`src/rtl/ring_load_seq.sv`:
```
module ring_load_seq #(
  parameter int BLK_LEN = 256,
  parameter int IW = $clog2(BLK_LEN)
) (
  input  logic          clk,
  input  logic          rst,
  input  logic          start_sel,
  input  logic          ext_start,
  input  logic          smp_stb,
  input  logic          tok_in,
  output logic          tok_out,
  output logic          cap_en,
  output logic [IW-1:0] cap_idx
);
  localparam logic [IW-1:0] LAST = IW'(BLK_LEN - 1);

  typedef enum logic [1:0] {IDLE, ARM, SKIP, LOAD} st_t;
  st_t st;
  logic [1:0] sync;
  logic start_on;

  assign start_on = start_sel & sync[1];
  assign cap_en   = smp_stb & (st == LOAD);

  always_ff @(posedge clk) begin
    if (rst) sync <= 2'b00;
    else     sync <= {sync[0], ext_start};
  end

  always_ff @(posedge clk) begin
    if (rst) begin
      st      <= IDLE;
      cap_idx <= '0;
      tok_out <= 1'b0;
    end else begin
      if (smp_stb) tok_out <= 1'b0;
      case (st)
        IDLE: if (start_on) st <= ARM;
              else if (tok_in) st <= LOAD;
        ARM:  if (!start_on) st <= SKIP;
        SKIP: if (smp_stb) st <= LOAD;
        LOAD: if (smp_stb) begin
                if (cap_idx == LAST) begin
                  cap_idx <= '0;
                  tok_out <= 1'b1;
                  st      <= IDLE;
                end else begin
                  cap_idx <= cap_idx + 1'b1;
                end
              end
        default: st <= IDLE;
      endcase
    end
  end
endmodule

```
`config.mk`:
```
export PLATFORM = sky130hd
export DESIGN_NAME = ring_load_seq
export DESIGN_NICKNAME = d
export VERILOG_FILES = /design/src/rtl/ring_load_seq.sv
export SDC_FILE = /design/constraint.sdc
export NUM_CORES = 1
export LEC_CHECK = 0
export BUFFER_PORTS_ARGS = -buffer_cell sky130_fd_sc_hd__buf_2
export CAP_MARGIN = 0
export CORE_MARGIN = 5
export CORE_UTILIZATION = 34
export CTS_CLUSTER_DIAMETER = 60
export DETAILED_ROUTE_END_ITERATION = 10
export PLACE_DENSITY = 0.51
export RECOVER_POWER = 25
export SLEW_MARGIN = 10
export SYNTH_ARGS = -nofsm -noshare
export SYNTH_HDL_FRONTEND = slang
export SYNTH_SLANG_ARGS = --single-unit
```
`constraint.sdc`:
```
create_clock -name clk -period 2.3 [get_ports clk]
set_input_delay 0 -clock clk [delete_from_list [all_inputs] [get_ports clk]]
set_output_delay 0 -clock clk [all_outputs]
set_load 0.1 [all_outputs]
```
==> flow_metrics.env, run 1 <==
export IMPL_antenna_found_initial=0
export IMPL_drive_gt1_frac=0.236
export IMPL_path_cells="ha_1 -> and2_1 -> buf_2"
export IMPL_crit_buf_inv=1
export IMPL_cts_buffers=3
export IMPL_die_h_um=54.6
export IMPL_postSynthCellCount=71
export IMPL_syn_avg_cell_area_um2=9.53
export IMPL_crit_path_end_kind="primary output"
export IMPL_dp_hpwl_um=958
export IMPL_wirelength_mm=1.25
export IMPL_die_w_um=54.6
export IMPL_fin_crit_ps=1600
export IMPL_area_delta_synth_final_pct=19.6
export IMPL_die_area_um2=2980
export IMPL_finalPower_uw=603
export IMPL_synth_cell_area_um2=677
export IMPL_r2r_start="st[0]$_SDFFE_PP0P_"
export IMPL_setup_violations=0
export IMPL_clkTransAtPathRegs_ps=80
export IMPL_crit_family="buffers and inverters"
export IMPL_ys_seq_area_frac=0.384
export IMPL_port_buffers=15
export IMPL_n_antenna_cell=0
export IMPL_grt_pass1_wl_mm=2.18
export IMPL_antenna_left=0
export IMPL_skew_ps=2.86
export IMPL_dr_pass1_iters=3
export IMPL_layout_common_cells="dfxtp_1 (13), buf_2 (12), nor2_1 (9), ha_1 (6)"
export IMPL_final_util=0.421
export IMPL_drc=0
export IMPL_place_gp_congestion=0.735
export IMPL_cts_root_buf="clkbuf_4"
export IMPL_synth_cell_types=27
export IMPL_reg2reg_depth=5
export IMPL_core_area_um2=1920
export IMPL_nNetsFinal=102
export IMPL_dpl_cell_count=111
export IMPL_dr_wl_met2_um=536
export IMPL_hold_violations=0
export IMPL_path_class="flop to primary output"
export IMPL_placed_cell_area_um2=777
export IMPL_ir_drop_uv=279
export IMPL_cp_max_fo=5
export IMPL_min_path_cells=2
export IMPL_stdcell_count=116
export IMPL_syn_num_nets=83
export IMPL_grt_overflow=0
export IMPL_fin_area_um2=810
export IMPL_cap_violations=0
export IMPL_hold_class="primary input to flop"
export IMPL_grt_pass1_vias=521
export IMPL_cts_max_level=1
export IMPL_worstSetupStartpointType="flop"
export IMPL_highest_layer="met4"
export IMPL_slowest_stage="buf_2"
export IMPL_rr_endpoint="cap_idx[3]$_SDFFE_PP0P_"
export IMPL_clock_path_buffers=2
export IMPL_worstSetupEndpoint="cap_en"
export IMPL_wl_met3_um=75
export IMPL_arrival_ps=1600
export IMPL_fmax_mhz=624
export IMPL_path_depth=3
export IMPL_wl_per_cell_um=10.8
export IMPL_drv_slew=0
export IMPL_leakagePower_nw=0.358
export IMPL_vias_per_cell=4.69
export IMPL_crit_start="st[0]$_SDFFE_PP0P_"
export IMPL_cts_tree="yes"
export IMPL_grt_usage=0.105
export IMPL_reg2reg_slack_ps=890
export IMPL_cts_resized=0
export IMPL_rows=16
export IMPL_post_route_period_util=0.696
export IMPL_grt_max_degree=14
export IMPL_insertion_delay_ps=280
export IMPL_slew_limit_headroom=0.226
export IMPL_yosys_warnings=0
export IMPL_slowest_delay_ps=470
export IMPL_mostFrequentLayoutCell="dfxtp_1"
export IMPL_rsz0062_at_grt="false"
export IMPL_worstPathRequired_ps=2300
export IMPL_route_vias_total=544
export IMPL_outcome="complete, no violations"
export IMPL_fillers=214
export IMPL_setup_tns_ps=0
export IMPL_initialDrtViolationCount=4
export IMPL_clock_sinks=13
export IMPL_ios=16
export IMPL_postCtsSetupRepairBufs=0
export IMPL_wl_met1_um=632
export IMPL_tightestPinTransition_ps=1170
export IMPL_initial_core_util=0.352
export IMPL_ys_ff_latch=13
export IMPL_p_per_area_nw_per_um2=744
==> layout make-up <==
class | count | area (µm²) | area share
clock buffer | 4 | 26.3 | 0.0325
inverter | 3 | 11.3 | 0.0139
multi-input combinational | 53 | 397 | 0.490
timing repair buffer | 16 | 81.3 | 0.100
tap | 27 | 33.8 | 0.0417
sequential | 13 | 260 | 0.321
==> sequential cells by signal, summed over array words and instances (netlist names), named ones only <==
name     flops
sync         2
cap_idx      8
st           2
==> per-layer routing <==
metal	vias up	GRT usage
li1	283	-
met1	246	0.129
met2	13	0.154
met3	2	0.0572
met4	0	0.0373
met5	-	0
==> where the power goes <==
group | switching, mW | internal, mW
Clock | 0.0727 | 0.0673
Sequential | 0.0190 | 0.246
Combinational | 0.117 | 0.0809
==> worst register-to-register path: stages, from the launching register on <==
cell and delay (ps):
dfxtp_1 380, ha_1 210, and4_4 260, nand2_1 100, o21bai_1 260, nor2_1 80
==> how the worst min path moves through the flow <==
| stage | start | end | slack (ps) |
|---|---|---|---|
| final | rst | flop | 40 |
| after global routing | rst | cap_idx[2]$_SDFFE_PP0P_ | 40 |
| after CTS | rst | flop | 40 |
| after detailed placement | ext_start | sync[0]$_SDFF_PP0_ | 220 |
| after global placement | ext_start | sync[0]$_SDFF_PP0_ | 220 |
| after floorplan | ext_start | sync[0]$_SDFF_PP0_ | 130 |
==> through the flow <==
stage	setup WS (ps)	hold slack, ps
after floorplan	305	128
after global placement	925	215
after global routing	582	43.4
after CTS	674	42.5
final	699	41.6
after detailed placement	902	218
==> repair_timing <==
| action | in CTS | in global routing |
|---|---|---|
| endpoints found under the setup margin | 0 | 0 |
| hold endpoints to repair | 1 | 0 |
| hold buffers | 1 | 0 |
==> logic make-up after synthesis <==
family	share of synthesized area
adders and majority gates	0.111
buffers and inverters	0.0296
DFF	0.384
and+or+nand+nor	0.266
muxes	0.0444
xor gates and xnor gates	0.0776
AOI/OAI and AO/OA	0.0869
==> synth_stat cells <==
library cell | number | share of area
a21oi_1 | 1 | 0.0074
a2bb2oi_1 | 1 | 0.013
a311o_1 | 1 | 0.015
and2_1 | 2 | 0.018
and3_2 | 2 | 0.022
and4_4 | 1 | 0.017
buf_2 | 1 | 0.0074
clkbuf_1 | 1 | 0.0055
dfxtp_1 | 13 | 0.38
ha_1 | 6 | 0.11
inv_1 | 3 | 0.017
mux2i_1 | 3 | 0.044
nand2_1 | 4 | 0.022
nand2b_1 | 2 | 0.018
nand3_1 | 2 | 0.015
nand3_2 | 1 | 0.015
nand3b_1 | 1 | 0.011
nand4_1 | 2 | 0.018
nand4_2 | 1 | 0.018
nand4b_1 | 1 | 0.013
nor2_1 | 9 | 0.050
nor2b_1 | 3 | 0.028
o211ai_1 | 1 | 0.011
o21bai_1 | 2 | 0.022
o22ai_2 | 1 | 0.018
xnor2_1 | 2 | 0.026
xor2_1 | 4 | 0.052
No activity file was read; power rests on OpenSTA's default activity.
==> run 2: changes to the inputs <==
==> constraint.sdc (replaced) <==
create_clock -name clk -period 1.5 [get_ports clk]
set_input_delay 0 -clock clk [delete_from_list [all_inputs] [get_ports clk]]
set_output_delay 0 -clock clk [all_outputs]
set_load 0.1 [all_outputs]
==> run 2 against run 1 <==
Net effect: final area up 6.2%; register-to-register slack worse by 720 ps; highest routed layer unchanged; clock power rose by 53%.
==> flow_metrics.env, run 2 (synthesis gave the netlist of run 1 again) <==
export IMPL_layout_common_cells="buf_2 (11), nor2_1 (9), dfxtp_2 (7), ha_1 (5)"
export IMPL_crit_buf_inv=2
export IMPL_clkTransAtPathRegs_ps=80
export IMPL_fin_crit_ps=1380
export IMPL_core_area_um2=1920
export IMPL_reg_top3="cap_idx x8, st x2, sync x2"
export IMPL_grt_pass1_vias=534
export IMPL_slew_limit_headroom=0.642
export IMPL_r2r_start="st[1]$_SDFFE_PP0P_"
export IMPL_cts_max_level=1
export IMPL_cts_root_buf="clkbuf_4"
export IMPL_n_antenna_cell=0
export IMPL_stdcell_count=117
export IMPL_reg2reg_slack_ps=170
export IMPL_antenna_found_initial=0
export IMPL_rsz0062_at_grt="false"
export IMPL_initial_core_util=0.352
export IMPL_power_switching_uw=330
export IMPL_grt_pass1_wl_mm=2.24
export IMPL_die_area_um2=2980
export IMPL_largest_register="cap_idx"
export IMPL_worstPathRequired_ps=1500
export IMPL_clock_sinks=13
export IMPL_netSwitchingFraction=0.346
export IMPL_antenna_left=0
export IMPL_p_per_area_nw_per_um2=1110
export IMPL_p_int_uw=624
export IMPL_tightestPinTransition_ps=540
export IMPL_final_util=0.447
export IMPL_skew_ps=8.53
export IMPL_setup_violations=0
export IMPL_nNetsFinal=103
export IMPL_drc=0
export IMPL_hold_violations=0
export IMPL_slowest_stage="dfxtp_1"
export IMPL_wl_per_cell_um=11.8
export IMPL_fillers=204
export IMPL_postCtsSetupRepairBufs=0
export IMPL_cts_buffers=3
export IMPL_arrival_ps=1380
export IMPL_outcome="complete, no violations"
export IMPL_power_frac_comb=0.345
export IMPL_cp_max_fo=5
export IMPL_grt_overflow=0
export IMPL_dp_hpwl_mm=1.02
export IMPL_crit_path_end_kind="primary output"
export IMPL_cap_violations=0
export IMPL_grt_usage=0.107
export IMPL_clkPwrFrac=0.224
export IMPL_drive_gt1_frac=0.411
export IMPL_post_route_period_util=0.917
export IMPL_pwr_share_seq=0.431
export IMPL_path_cells="ha_2 -> and2_2 -> buf_4 -> buf_12"
export IMPL_grt_max_degree=14
export IMPL_dpl_cell_count=112
export IMPL_dr_pass1_iters=4
export IMPL_die_w_um=54.6
export IMPL_reg2reg_depth=5
export IMPL_slowest_delay_ps=380
export IMPL_area_delta_synth_final_pct=27.0
export IMPL_initialDrtViolationCount=1
export IMPL_setup_tns_ps=0
export IMPL_place_gp_congestion=0.725
export IMPL_min_delay_start="rst"
export IMPL_largest_reg_flops=8
export IMPL_vias_per_cell=4.63
export IMPL_path_class="flop to primary output"
export IMPL_clock_path_buffers=2
export IMPL_hold_class="primary input to flop"
export IMPL_fmax_mhz=727
export IMPL_mostFrequentLayoutCell="buf_2"
export IMPL_cts_tree="yes"
export IMPL_ir_drop_uv=562
export IMPL_insertion_delay_ps=270
export IMPL_die_h_um=54.6
export IMPL_port_buffers=15
export IMPL_drv_slew=0
export IMPL_min_path_cells=2
export IMPL_rr_endpoint="cap_idx[3]$_SDFFE_PP0P_"
export IMPL_ios=16
export IMPL_wirelength_mm=1.38
export IMPL_leakagePower_nw=0.383
export IMPL_rows=16
export IMPL_route_vias_total=542
export IMPL_crit_family="flip-flops"
export IMPL_finalPower_uw=954
export IMPL_worstSetupStartpointType="flop"
run 2: cell count changes in the layout (fill, tap and decap cells not counted), sizes merged:
cell,change
buf,+1
run 2: worst register-to-register path, delay by kind of cell, from the launching register on:
family | cells | cell delay (ps)
simple gates | 3 | 420
flops | 1 | 380
fa+ha+maj | 1 | 220
compound gates | 1 | 200
run 2: layer usage:
layer  vias up  track usage  share of wire
li1        282            -              -
met1       243        0.129           0.49
met2        15        0.156           0.42
met3         2       0.0572          0.073
met4         0       0.0456         0.0087
met5         -            0              0
run 2: final cells by class:
cell class	count	area, µm²	area share
clock buffers	4	26.3	0.0306
inverters	3	11.3	0.0131
multi-input cells	53	404	0.470
flip-flops and latches	13	277	0.322
well taps	27	33.8	0.0393
repair buffers	17	108	0.125
run 2: repair_timing:
item / 4_1_cts / 5_1_grt
endpoints found under the hold margin: 1 / 0
resized for setup: 1 / 3
setup endpoints to repair: 1 / 4
hold buffers: 1 / 0
pin swaps: 0 / 0
run 2: power by group through the flow:
stage / sequential (mW) / combinational [mW] / clock (mW)
final: 0.412 / 0.329 / 0.214
after global routing: 0.418 / 0.371 / 0.249
after CTS: 0.408 / 0.333 / 0.227
after detailed placement: 0.415 / 0.330 / 0
after global placement: 0.413 / 0.324 / 0
after floorplan: 0.434 / 0.232 / 0
run 2: worst max-delay path by stage:
stage	from	end	slack, ps	cells after the start
after detailed placement	st[0]$_SDFFE_PP0P_	cap_idx[0]$_SDFFE_PP0P_	90	5
after global placement	st[0]$_SDFFE_PP0P_	cap_idx[5]$_SDFFE_PP0P_	120	5
after floorplan	cap_idx[2]$_SDFFE_PP0P_	cap_idx[3]$_SDFFE_PP0P_	1	4
after CTS	st[0]$_SDFFE_PP0P_	cap_en	60	4
final	st[1]$_SDFFE_PP0P_	cap_en	120	4
after global routing	st[1]$_SDFFE_PP0P_	cap_en	20	4
run 2: through the flow:
stage / instance area [µm²] / hold WS, ps / setup slack (ps)
2_1_floorplan: 694 / 128 / 1.07
3_3_place_gp: 815 / 217 / 125
3_5_place_dp: 815 / 218 / 94.5
4_1_cts: 852 / 38.3 / 62.6
5_1_grt: 860 / 33.7 / 23.1
6_report: 860 / 39.3 / 125
